## src/rtl/es_pkg.sv

```systemverilog
package es_pkg;
    typedef enum logic [1:0] {
        ES_IDLE  = 2'd0,
        ES_RUN   = 2'd1,
        ES_DONE  = 2'd2,
        ES_ABORT = 2'd3
    } es_state_e;
endpackage

```

## src/rtl/es_lane_decode.sv

```systemverilog
module es_lane_decode #(
    parameter int NUM_LANES = 4,
    parameter int SEL_W     = 8
) (
    input  logic [SEL_W-1:0]     sel,
    output logic [NUM_LANES-1:0] mask
);
    localparam logic [SEL_W-1:0] SEL_ALL = '1;

    logic bcast;
    assign bcast = (sel == SEL_ALL);

    for (genvar i = 0; i < NUM_LANES; i++) begin : g_lane
        assign mask[i] = bcast | (sel == SEL_W'(i));
    end
endmodule

```

## src/rtl/es_err_merge.sv

```systemverilog
module es_err_merge #(
    parameter int NUM_LANES = 4,
    parameter int ERR_W     = 16
) (
    input  logic [NUM_LANES*ERR_W-1:0] lane_err,
    input  logic [NUM_LANES-1:0]       mask,
    output logic [ERR_W-1:0]           merged
);
    logic [ERR_W-1:0] chain [0:NUM_LANES];

    assign chain[0] = '0;
    for (genvar i = 0; i < NUM_LANES; i++) begin : g_or
        assign chain[i+1] = chain[i] | (lane_err[i*ERR_W +: ERR_W] & {ERR_W{mask[i]}});
    end
    assign merged = chain[NUM_LANES];
endmodule

```

## src/rtl/es_done_gather.sv

```systemverilog
module es_done_gather #(
    parameter int NUM_LANES = 4
) (
    input  logic [NUM_LANES-1:0] mask,
    input  logic [NUM_LANES-1:0] acc,
    input  logic [NUM_LANES-1:0] done,
    output logic [NUM_LANES-1:0] acc_next,
    output logic                 all_done
);
    assign acc_next = acc | (done & mask);
    assign all_done = (acc_next == mask);
endmodule

```

## src/rtl/es_req_ctrl.sv

```systemverilog
module es_req_ctrl
    import es_pkg::*;
#(
    parameter int NUM_LANES = 4,
    parameter int ERR_W     = 16,
    parameter int SEL_W     = 8
) (
    input  logic                       clk,
    input  logic                       rst_n,
    input  logic                       wr_en,
    input  logic                       wr_req,
    input  logic [SEL_W-1:0]           wr_sel,
    output logic                       req_bit,
    output logic                       busy,
    output logic                       aborted,
    output logic [ERR_W-1:0]           err_result,
    output logic [NUM_LANES-1:0]       lane_start,
    output logic [NUM_LANES-1:0]       lane_abort,
    input  logic [NUM_LANES-1:0]       lane_done,
    input  logic [NUM_LANES*ERR_W-1:0] lane_err
);
    typedef struct packed {
        es_state_e            st;
        logic                 req;
        logic                 aborted;
        logic [NUM_LANES-1:0] mask;
        logic [NUM_LANES-1:0] dacc;
        logic [NUM_LANES-1:0] start;
        logic [NUM_LANES-1:0] abrt;
        logic [ERR_W-1:0]     res;
    } regs_t;

    localparam regs_t REGS_RST = '{
        st:      ES_IDLE,
        req:     1'b0,
        aborted: 1'b0,
        mask:    '0,
        dacc:    '0,
        start:   '0,
        abrt:    '0,
        res:     '0
    };

    regs_t r_d, r_q;

    logic [NUM_LANES-1:0] sel_mask;
    logic                 sel_valid;
    logic [ERR_W-1:0]     merged;
    logic [NUM_LANES-1:0] acc_next;
    logic                 all_done;

    es_lane_decode #(.NUM_LANES(NUM_LANES), .SEL_W(SEL_W)) u_decode (
        .sel  (wr_sel),
        .mask (sel_mask)
    );

    assign sel_valid = |sel_mask;

    es_err_merge #(.NUM_LANES(NUM_LANES), .ERR_W(ERR_W)) u_merge (
        .lane_err (lane_err),
        .mask     (r_q.mask),
        .merged   (merged)
    );

    es_done_gather #(.NUM_LANES(NUM_LANES)) u_gather (
        .mask     (r_q.mask),
        .acc      (r_q.dacc),
        .done     (lane_done),
        .acc_next (acc_next),
        .all_done (all_done)
    );

    always_comb begin
        r_d       = r_q;
        r_d.start = '0;
        r_d.abrt  = '0;
        case (r_q.st)
            ES_RUN: begin
                r_d.dacc = acc_next;
                if (all_done) begin
                    // completion wins over a stop written in the same cycle
                    r_d.st      = ES_DONE;
                    r_d.req     = 1'b0;
                    r_d.aborted = 1'b0;
                    r_d.res     = merged;
                end else if (wr_en && !wr_req) begin
                    r_d.st      = ES_ABORT;
                    r_d.req     = 1'b0;
                    r_d.aborted = 1'b1;
                    r_d.abrt    = r_q.mask;
                end
            end
            default: begin
                r_d.st = ES_IDLE;
                if (wr_en && wr_req && sel_valid) begin
                    r_d.st    = ES_RUN;
                    r_d.req   = 1'b1;
                    r_d.mask  = sel_mask;
                    r_d.dacc  = '0;
                    r_d.start = sel_mask;
                    r_d.res   = '0;
                end
            end
        endcase
    end

    always_ff @(posedge clk) begin
        if (!rst_n) begin
            r_q <= REGS_RST;
        end else begin
            r_q <= r_d;
        end
    end

    assign req_bit    = r_q.req;
    assign busy       = (r_q.st == ES_RUN);
    assign aborted    = r_q.aborted;
    assign err_result = r_q.res;
    assign lane_start = r_q.start;
    assign lane_abort = r_q.abrt;
endmodule

```

## config.mk

```make
export PLATFORM = sky130hd
export DESIGN_NAME = es_req_ctrl
export DESIGN_NICKNAME = d
export VERILOG_FILES = /design/src/rtl/es_pkg.sv /design/src/rtl/es_lane_decode.sv /design/src/rtl/es_err_merge.sv /design/src/rtl/es_done_gather.sv /design/src/rtl/es_req_ctrl.sv
export SDC_FILE = /design/constraint.sdc
export NUM_CORES = 1
export LEC_CHECK = 0
export BUFFER_PORTS_ARGS = -buffer_cell sky130_fd_sc_hd__buf_2
export CAP_MARGIN = 20
export CORE_MARGIN = 3
export CORE_UTILIZATION = 47
export DETAILED_ROUTE_END_ITERATION = 7
export PLACE_DENSITY = 0.85
export SETUP_SLACK_MARGIN = 0.05
export SLEW_MARGIN = 5
export SYNTH_ARGS = -nofsm -noshare
export SYNTH_HDL_FRONTEND = slang
export SYNTH_SLANG_ARGS = --single-unit
```

## constraint.sdc

```tcl
create_clock -name clk -period 4.06 [get_ports clk]
set_clock_uncertainty 0.05 [all_clocks]
set_input_delay 0.203 -clock clk [delete_from_list [all_inputs] [get_ports clk]]
set_output_delay 0.203 -clock clk [all_outputs]
set_load 0.03 [all_outputs]
```

Yosys cells after proc, flatten, opt, wreduce, memory -nomap -nowiden
Cells that the tools add are included.
Storage, ports and cells
  bits in registers: 36
  input port bits: 80
  output and inout bits: 27
  logic and storage cells: 56
Operators by class
  equality and inequality tests: 8
  multiplexer cells: 9
  bitwise logic cells: 17
  reductions and logical operators: 14
Operators with widths (number)
  AND 16 bit: 4
  two-way mux 16 bit: 3
  OR 16 bit: 3
  == test 8 x 2 -> 1 bit (second input constant): 2
  two-way mux 4 bit: 3
  == test 8 x 1 -> 1 bit (second input constant): 1
  == test 8 bit (second input constant): 1
  zero test 8 bit: 1
  two-way mux 8 bit: 1
  AND reduction 2 bit: 4
  OR reduction 4 bit: 2
  AND 4 bit: 1
  == test 4 bit: 1
  NOT 1 bit: 4
  OR 1 bit: 4
  OR 4 bit: 1
  nonzero test 2 bit: 2
  logical AND 1 bit: 3
  two-way mux 3 bit: 1
  inequality test 3 x 1 -> 1 bit (second input constant): 1
  OR reduction 3 bit: 1
  == test 2 x 1 -> 1 bit (second input constant): 1
  two-way mux 2 bit: 1
  inequality test 2 x 1 -> 1 bit (second input constant): 1
  zero test 1 bit: 1

Longest topological paths before layout
Gate-level depths: netlist of the first run.
  word-level depth: 6
  mapped depth: 7
  mapped depth without buffers: 5

Modules after synthesis
A second synthesis of the first run with hierarchy kept.
Second synthesis, totals
  cell total of the unflattened synthesis: 273
  area total of the unflattened synthesis: 2247.2 um2
Modules (own cells, without submodules)
  es_req_ctrl: times used 1, cells each 191, area each 1637.8 um2, seq. area each 720.7 um2
  es_err_merge: times used 1, cells each 56, area each 394.1 um2, seq. area each 0.0 um2
  es_done_gather: times used 1, cells each 15, area each 116.4 um2, seq. area each 0.0 um2
  es_lane_decode: times used 1, cells each 11, area each 98.8 um2, seq. area each 0.0 um2

Least setup slack after synthesis of the first run
OpenSTA, ideal clock, no wires.
  path kind: in2reg
  start: input port wr_sel[7]
  end: register r_q, in the netlist err_result[10]
  library setup time: 0.133 ns
  arrival: 1.476 ns
  data required time: 3.877 ns
  setup slack: 2.400 ns
  cell stages on the path: 7
  buffers on the path: 2
  path through: nand4_1 or3_1 clkbuf_2 a211o_2 buf_6 a21oi_1 a311oi_1
Between the ends
  cells in the longest elaborated chain, start to end: 6
  elaborated cells between the ends (all ways): 13
  classes of those cells: eq/ne: 4; bitwise: 4; reduce/logical: 5
Ends and longest elaborated chain
  from (decl): RTL line es_req_ctrl.sv:12  | input logic [SEL_W-1:0] wr_sel,
  == test 8 bit (tied with other cells): RTL line es_lane_decode.sv:11  | assign bcast = (sel == SEL_ALL);
  OR 1 bit: RTL line es_lane_decode.sv:14  | assign mask[i] = bcast | (sel == SEL_W'(i));
  OR reduction 4 bit (*): RTL line es_req_ctrl.sv:57  | assign sel_valid = |sel_mask;
  logical AND 1 bit (*): RTL line es_req_ctrl.sv:95  | if (wr_en && wr_req && sel_valid) begin
  nonzero test 2 bit (no line) (*)
  AND reduction 2 bit (no line) (*)
  to (signal assigned): RTL line es_req_ctrl.sv:111  | r_q <= r_d;
  to (decl): RTL line es_req_ctrl.sv:44  | regs_t r_d, r_q;
Mark *: on every way between the ends. The rest lies on a longest branch, timed or not.
A chain may end at the register's enable or synchronous reset.

Worst setup path in the final report of the first run
  start: register r_q[28] (netlist bit)
  end: register r_q, in the netlist err_result[10]
Between the ends
  cells in the longest elaborated chain, start to end: 6
  elaborated cells between the ends (all ways): 11
  classes of those cells: eq/ne: 2; mux: 2; bitwise: 6; reduce/logical: 1
Ends and longest elaborated chain
  AND 16 bit: RTL line es_err_merge.sv:13  | assign chain[i+1] = chain[i] | (lane_err[i*ERR_W +: ERR_W] & {ERR_W{mask[i]}});
  OR 16 bit (3 in series): RTL line es_err_merge.sv:13
  two-way mux 16 bit: RTL line es_req_ctrl.sv:80  | if (all_done) begin
  two-way mux 16 bit: RTL line es_req_ctrl.sv:77  | case (r_q.st)
Several ways; a longest one is shown, not always the timed one. The select of a mux whose other input is x is not followed.

==> metrics.log, run 1 <==
INFO  metric relSlewSlack = 34.3%
INFO  metric number_of_global_route_vias_before_repair = 1605
INFO  metric share_clk_of_total_power = 42.7%
INFO  metric synth_largest_area_cell = sky130_fd_sc_hd__dfxtp_1
INFO  metric maxCapViolations = 0
INFO  metric port_buffers = 106
INFO  metric share_of_async_settable_or_async_resettable_flops_after_synthesis = 0%
INFO  metric synth-simple-area-share = 14.4%
INFO  metric wire_length_of_the_first_global_routing_pass = 7170 microns
INFO  metric synth_compound_gate_area_share = 32.1%
INFO  metric layout.cells.non_filler = 337
INFO  metric final_design_area_excluding_fillers = 2300 sq um
INFO  metric post_synth_fa_ha_maj_area_fraction = 0%
INFO  metric timing.critical_path.from = r_q[28]
INFO  metric cp_num_buf_inv = 0
INFO  metric initialDrtViolationCount = 116
INFO  metric setup_violations = 0
INFO  metric post_route_cells_drive_above_1_share = 40.8%
INFO  metric cts_buffers = 5
INFO  metric ranking_of_synthesized_cells_by_area = sky130_fd_sc_hd__dfxtp_1 (39%), sky130_fd_sc_hd__a22oi_1 (11%), sky130_fd_sc_hd__buf_4 (11%)
INFO  metric synth_sequential_area_ratio = 39.1%
INFO  metric total_of_warnings_raised_by_yosys = 0
INFO  metric layout_common_cells = sky130_fd_sc_hd__buf_2 (106), sky130_fd_sc_hd__dfxtp_1 (36), sky130_fd_sc_hd__a22oi_1 (26)
INFO  metric place.gp.congestion = 0.833
INFO  metric critical_path.endpoint_type = register
INFO  metric finalCriticalPeriod = 2.79 ns
INFO  metric synth.net_count = 293
INFO  metric synth_mux_area_share = 0%
INFO  metric floorplan.die.height = 68.7 microns
INFO  metric area_fraction_of_the_dominant_cell_type_after_synthesis = 39.1%
INFO  metric finish.utilization = 61.8%
INFO  metric io_pins = 107
INFO  metric floorplan.die.width = 68.7 microns
INFO  metric fp.coreArea = 3720 sq um
INFO  metric outcome = finished, final reports clean
INFO  metric firstDrtPassIters = 5
INFO  metric syn-mean-instance-area = 8.66 sq um
INFO  metric cts.hold.buffers_added = 0
INFO  metric fp-row-count = 22
INFO  metric num-fill-cells = 337
INFO  metric worst-endpoint-required = 4.20 ns
INFO  metric area.growth.synth_to_final = 24.4%
INFO  metric power.share.switching = 21.2%
INFO  metric critical_path.top_delay_family = simple AND/OR/NAND/NOR gates
INFO  metric clock_tree.htree_level_count = 2
INFO  metric total_switching_power = 153 uW
INFO  metric post_drt_via_cell_ratio = 5.57
INFO  metric yosys.cell_types.count = 35
INFO  metric dp.cells = 329
INFO  metric die_outline_area = 4710 sq um
INFO  metric clock_tree_from_tritoncts = built
INFO  metric antenna_left = 0
INFO  metric synth_flop_cell = sky130_fd_sc_hd__dfxtp_1
INFO  metric crit_fanout = 31
INFO  metric worstMarginPinSlew = 0.986 ns
INFO  metric power.density = 314 nW/um^2
INFO  metric fraction_of_synthesized_cell_area_in_xor_and_xnor_cells = 0%
INFO  metric cp.arrival = 2.93 ns
INFO  metric timing.fmax = 359 MHz
INFO  metric syn-cell-area = 1850 sq um
INFO  metric cts.repair_timing.setup_buffer_count = 0
INFO  metric floorplan.initialDensity = 49.7%
INFO  metric vias = 1878
INFO  metric critical_path.startpoint_type = register
INFO  metric seq_power_share = 49.3%
INFO  metric tns = 0 ns
INFO  metric ir_drop = 202 uV
INFO  metric synth_enable_flop_cells = 0
INFO  metric timing.critical_path.slowest_cell_delay = 0.91 ns
INFO  metric dominant_combinational_cell_family_by_area_after_synthesis = compound AO/OA/AOI/OAI gates
INFO  metric wl_per_cell = 14.8 microns
INFO  metric worstHoldPathType = input pin to register
INFO  metric clock_sinks = 36
INFO  metric critical_path.cell_chain = nor2b_1 > a2111oi_2 > and4_1 > a21oi_1 > a311oi_1
INFO  metric clock_path_buffers = 2
INFO  metric netlist_instances = 213
INFO  metric diodes = 0
INFO  metric unrepaired_setup_endpoints_after_global_routing = false
INFO  metric p_int = 567 uW
INFO  metric crit_type = register to register
INFO  metric p_leak = 0.985 nW
INFO  metric detailedPlacementHpwl = 3640 microns
INFO  metric cts_root_buf = sky130_fd_sc_hd__clkbuf_8
INFO  metric post_cts_resize_count = 0
INFO  metric dpl-instance-area = 2190 sq um
INFO  metric global_route.overflow_total = 0
INFO  metric regToRegStartpoint = r_q[28]
INFO  metric grt_start_max_net_pins = 32
INFO  metric path_clk_slew = 0.07 ns
INFO  metric timing.hold.worst.start = lane_done[0]
INFO  metric finalMaxSlewViolations = 0
INFO  metric final_common_cell = sky130_fd_sc_hd__buf_2
INFO  metric wirelength = 4990 microns
INFO  metric report.power.total = 720 uW
INFO  metric finalHoldViolations = 0
INFO  metric grt_util_all_layers = 20.6%
INFO  metric register_bit_total_from_synthesis = 36
INFO  metric drc = 0
INFO  metric slowest_stage = sky130_fd_sc_hd__and4_1
INFO  metric grt_antenna_before_repair = 0
INFO  metric final_net_count = 368
INFO  metric combPwrFrac = 8.0%
INFO  metric worstSkewPairLatency = 0.29 ns
INFO  metric finalCritPeriodShare = 68.6%
==> routing by layer <==
metal / GRT usage (%) / share of wire [%] / wire [microns] / vias to the layer above
li1: - / - / - / 923
met1: 24.3 / 40 / 1970 / 866
met2: 34.1 / 49 / 2460 / 77
met3: 5.83 / 8.4 / 419 / 12
met4: 9.93 / 2.7 / 135 / 0
met5: 0 / 0 / 0 / -
==> power groups by stage <==
stage	Sequential (mW)	Combinational, mW	Clock [mW]
after floorplan	0.363	0.0148	0
after global routing	0.355	0.0632	0.330
after detailed placement	0.363	0.0568	0
after CTS	0.355	0.0574	0.314
after global placement	0.363	0.0554	0
final	0.355	0.0574	0.307
==> synthesized netlist by cell type, drive strengths merged (2+ instances only) <==
cell and number:
nor3b 2, a32oi 2, and3 3, a211oi 6, nor2b 3, a311oi 11, a22o 3, or3 2
a21oi 18, dfxtp 36, clkbuf 10, nor3 3, a221oi 3, buf 29, nand2b 3, a31oi 3
a22oi 26, and2 4, nand2 9, o21ai 4, inv 3, nor2 22
==> flip-flops by register name (all words and copies together) (netlist names) <==
register and cells:
err_result 16, r_q 10, lane_abort 4, lane_start 4, aborted 1, req_bit 1
==> layout make-up <==
type                            instances  area [sq um]  area share, %
Inverter                                3          11.3          0.490
Clock buffer                            6          72.6           3.16
Tap cell                               48          60.1           2.62
Sequential cell                        36           721           31.4
Clock inverter                          2          35.0           1.53
Multi-Input combinational cell        135           858           37.4
Timing Repair Buffer                  107           538           23.4
==> stage by stage <==
step / worst slack, ns / hold WS (ns)
2_1_floorplan: 2.40 / 0.291
3_3_place_gp: 1.48 / 0.405
3_5_place_dp: 1.35 / 0.418
4_1_cts: 1.32 / 0.136
5_1_grt: 1.01 / 0.158
6_report: 1.27 / 0.145
==> worst paths after layout <==
path / slack [ns] / cells past startpoint / to
worst min register to register: 0.43 / 2 / aborted
worst max register to register: 1.27 / 5 / err_result[10]
worst min-delay path: 0.14 / 3 / r_q[24]
worst max-delay path: 1.27 / 5 / err_result[10]
==> worst register-to-register path: cells and delay by family (launching register included) <==
kind,cells,cell delay (ns)
AO/OA/AOI/OAI,3,0.81
flip-flops,1,0.80
AND/OR/NAND/NOR,2,1.04
==> cell families (layout without fill, tap and decap cells) <==
kind of cell	count (synthesis)	after routing
AND/OR/NAND/NOR	55	55
buffers and inverters	42	118
AO/OA/AOI/OAI	80	80
flip-flops	36	36
Note: power is estimated with default switching activity, not from simulation.
==> run 2, diff against run 1 <==
ABC_AREA = 1   (was not set)
CORE_UTILIZATION = 41   (was 47)
PLACE_DENSITY = 0.76   (was 0.85)
clock period = 2.43 ns   (was 4.06 ns; I/O delays follow)
==> run 2 against run 1 <==
  * Power is 55% higher
  * Critical path depth is 4 higher
  * Cell area is 9.9% higher
  * Critical endpoint is now err_result[13]
  * Sequential power is 66% higher
  * Synthesized area is 12% higher
  * Highest routed layer unchanged
  * Setup slack worse by 0.78 ns
  * Hold slack worse by 0.082 ns
==> metrics.log, run 2 <==
INFO  metric grt_start_max_net_pins = 21 (-34%)
INFO  metric synth.net_count = 387 (+32%)
INFO  metric num-fill-cells = 494 (+47%)
INFO  metric wirelength = 5570 microns (+12%)
INFO  metric post_drt_via_cell_ratio = 4.83 (-13%)
INFO  metric slowest_stage = sky130_fd_sc_hd__dfxtp_1
INFO  metric dpl-instance-area = 2430 sq um (+11%)
INFO  metric final_net_count = 466 (+27%)
INFO  metric finalMaxSlewViolations = 0 (unchanged)
INFO  metric clock_path_buffers = 2 (unchanged)
INFO  metric grt_util_all_layers = 18.9% (-1.7 points)
INFO  metric floorplan.die.height = 77.0 microns (+12%)
INFO  metric critical_path.startpoint_type = register
INFO  metric total_switching_power = 244 uW (+60%)
INFO  metric synth_enable_flop_cells = 0 (unchanged)
INFO  metric timing.fmax = 516 MHz (+44%)
INFO  metric clock_sinks = 36 (unchanged)
INFO  metric final_design_area_excluding_fillers = 2520 sq um (+9.9%)
INFO  metric wl_per_cell = 12.3 microns (-17%)
INFO  metric fp-row-count = 25 (+14%)
INFO  metric crit_type = register to register
INFO  metric timing.critical_path.slowest_cell_delay = 0.59 ns (-0.32 ns)
INFO  metric relSlewSlack = 63.5% (+29 points)
INFO  metric share_clk_of_total_power = 39.0% (-3.7 points)
INFO  metric cp.arrival = 2.06 ns (-0.87 ns)
INFO  metric vias = 2191 (+17%)
INFO  metric number_of_global_route_vias_before_repair = 2015 (+26%)
INFO  metric share_of_async_settable_or_async_resettable_flops_after_synthesis = 0% (unchanged)
INFO  metric clock_tree.htree_level_count = 2 (unchanged)
INFO  metric report.power.total = 1.11 mW (+55%)
INFO  metric area_fraction_of_the_dominant_cell_type_after_synthesis = 34.9% (-4.2 points)
INFO  metric synth_sequential_area_ratio = 34.9% (-4.2 points)
INFO  metric power.share.switching = 21.9% (+0.69 points)
INFO  metric post_route_cells_drive_above_1_share = 34.1% (-6.7 points)
INFO  metric diodes = 0 (unchanged)
INFO  metric finalCritPeriodShare = 79.7% (+11 points)
INFO  metric tns = 0 ns (unchanged)
INFO  metric unrepaired_setup_endpoints_after_global_routing = false
INFO  metric outcome = finished, final reports clean
INFO  metric cp_most_frequent_cell = sky130_fd_sc_hd__nand2_1
INFO  metric global_route.overflow_total = 0 (unchanged)
INFO  metric seq_power_share = 53.0% (+3.7 points)
INFO  metric p_leak = 1.26 nW (+28%)
INFO  metric worst_r2r_path_cells = 9 (+4)
INFO  metric worstHoldPathType = input pin to register
INFO  metric worstSkewPairLatency = 0.29 ns (about the same)
INFO  metric detailedPlacementHpwl = 4240 microns (+17%)
INFO  metric post_synth_most_frequent_cells = sky130_fd_sc_hd__nand2_1 (105), sky130_fd_sc_hd__dfxtp_1 (36), sky130_fd_sc_hd__buf_4 (26)
INFO  metric total_of_warnings_raised_by_yosys = 0 (unchanged)
INFO  metric area.growth.synth_to_final = 22.1%
INFO  metric p_int = 870 uW (+53%)
INFO  metric syn-cell-area = 2070 sq um (+12%)
INFO  metric setup_violations = 0 (unchanged)
INFO  metric synthMostInstantiatedCell = sky130_fd_sc_hd__nand2_1
INFO  metric worst-endpoint-required = 2.55 ns (-1.65 ns)
INFO  metric worstMarginPinSlew = 0.545 ns (-0.440 ns)
INFO  metric layout_common_cells = sky130_fd_sc_hd__buf_2 (106), sky130_fd_sc_hd__nand2_1 (105), sky130_fd_sc_hd__dfxtp_1 (36)
INFO  metric grt_antenna_before_repair = 0 (unchanged)
INFO  metric place.gp.congestion = 0.817 (-1.9%)
INFO  metric die_outline_area = 5930 sq um (+26%)
INFO  metric synth_flop_cell = sky130_fd_sc_hd__dfxtp_1
INFO  metric post_cts_resize_count = 0 (unchanged)
INFO  metric syn-mean-instance-area = 6.73 sq um (-22%)
INFO  metric critical_path.endpoint_type = register
INFO  metric path_clk_slew = 0.07 ns (about the same)
INFO  metric io_pins = 107 (unchanged)
INFO  metric drc = 0 (unchanged)
INFO  metric crit_fanout = 20 (-35%)
INFO  metric cts.hold.buffers_added = 0 (unchanged)
INFO  metric finalCriticalPeriod = 1.94 ns (-0.848 ns)
INFO  metric port_buffers = 106 (unchanged)
INFO  metric cts_buffers = 5 (unchanged)
INFO  metric power.density = 442 nW/um^2 (+41%)
INFO  metric cts_root_buf = sky130_fd_sc_hd__clkbuf_8
INFO  metric register_bit_total_from_synthesis = 36 (unchanged)
INFO  metric fp.coreArea = 4790 sq um (+29%)
INFO  metric initialDrtViolationCount = 134 (+16%)
INFO  metric synth_largest_area_cell = sky130_fd_sc_hd__dfxtp_1
INFO  metric floorplan.initialDensity = 43.2% (-6.5 points)
INFO  metric cts.repair_timing.setup_buffer_count = 0 (unchanged)
INFO  metric combPwrFrac = 8.1% (about the same)
INFO  metric finish.utilization = 52.7% (-9.1 points)
INFO  metric clock_tree_from_tritoncts = built
INFO  metric ranking_of_synthesized_cells_by_area = sky130_fd_sc_hd__dfxtp_1 (35%), sky130_fd_sc_hd__nand2_1 (19%), sky130_fd_sc_hd__buf_4 (9.4%)
INFO  metric wire_length_of_the_first_global_routing_pass = 9170 microns (+28%)
INFO  metric critical_path.cell_chain = inv_2 > nand2_1 > nand2_1 > a21oi_2 > nand3_2 > inv_2 > nand2_1 > o21ai_0 > nor2_1
INFO  metric floorplan.die.width = 77.0 microns (+12%)
INFO  metric maxCapViolations = 0 (unchanged)
INFO  metric antenna_left = 0 (unchanged)
INFO  metric final_common_cell = sky130_fd_sc_hd__buf_2
INFO  metric ir_drop = 311 uV (+54%)
INFO  metric max_ffs_per_register = 16 (unchanged)
INFO  metric firstDrtPassIters = 5 (unchanged)
INFO  metric holdPathStages = 3 (unchanged)
INFO  metric finalHoldViolations = 0 (unchanged)
INFO  metric netlist_instances = 307 (+44%)
INFO  metric yosys.cell_types.count = 25 (-29%)
## run 2: changes by cell type after synthesis, moves of 5 or more
cell,delta
sky130_fd_sc_hd__nand3_1,+21
sky130_fd_sc_hd__nand2_1,+96
sky130_fd_sc_hd__o21ai_0,+7
sky130_fd_sc_hd__nand4_1,+13
sky130_fd_sc_hd__inv_1,+23
sky130_fd_sc_hd__a311oi_1,-11
sky130_fd_sc_hd__a22oi_1,-26
sky130_fd_sc_hd__nor2_1,-7
sky130_fd_sc_hd__a211oi_1,-5
## run 2: per-layer routing
metal	vias up	wire (microns)	GRT usage (%)
met1	960	2380	24.6
li1	1120	-	-
met4	0	106	6.05
met5	-	0	0
met3	12	499	5.05
met2	99	2590	30.5
## run 2: cells by family (layout without fill, tap and decap cells)
group | Yosys count | count (layout) | synth area share [%]
AND/OR/NAND/NOR | 167 | 167 | 36.1
buffers and inverters | 68 | 148 | 19.1
AO/OA/AOI/OAI | 36 | 36 | 9.93
flip-flops | 36 | 36 | 34.9
## run 2: layout make-up
class | instances | area (sq um) | area share [%]
clock buffer | 8 | 90.1 | 3.57
sequential | 36 | 721 | 28.6
multi-input combinational | 203 | 951 | 37.7
tap | 67 | 83.8 | 3.32
inverter | 29 | 109 | 4.32
timing repair buffer | 111 | 568 | 22.5
## run 2: worst max-delay path, delay by kind of cell (launching register included)
family                 cells  cell delay (ns)
AOI/OAI and AO/OA          2             0.23
and+or+nand+nor            5             0.52
DFF                        1             0.59
buffers and inverters      2             0.44
## run 2: worst paths after layout
kind / startpoint / end / slack, ns
setup / recovery: r_q[31] / err_result[13] / 0.49
hold / removal: lane_done[2] / r_q[26] / 0.06
setup reg to reg: r_q[31] / err_result[13] / 0.49
hold reg to reg: aborted / aborted / 0.42
## run 2: power by group through the flow
stage | combinational (mW) | clock (mW) | sequential [mW]
final | 0.0900 | 0.434 | 0.590
after CTS | 0.0902 | 0.444 | 0.590
after global routing | 0.102 | 0.469 | 0.590
after global placement | 0.0885 | 0 | 0.604
after detailed placement | 0.0897 | 0 | 0.604
after floorplan | 0.0216 | 0 | 0.604
## run 2: per-stage QoR
stage	instances	hold slack [ns]	setup WS, ns
after global placement	446	0.354	0.591
after global routing	454	0.0707	0.281
final	454	0.0634	0.492
after CTS	454	0.0618	0.517
after floorplan	307	0.240	1.08
after detailed placement	446	0.370	0.531
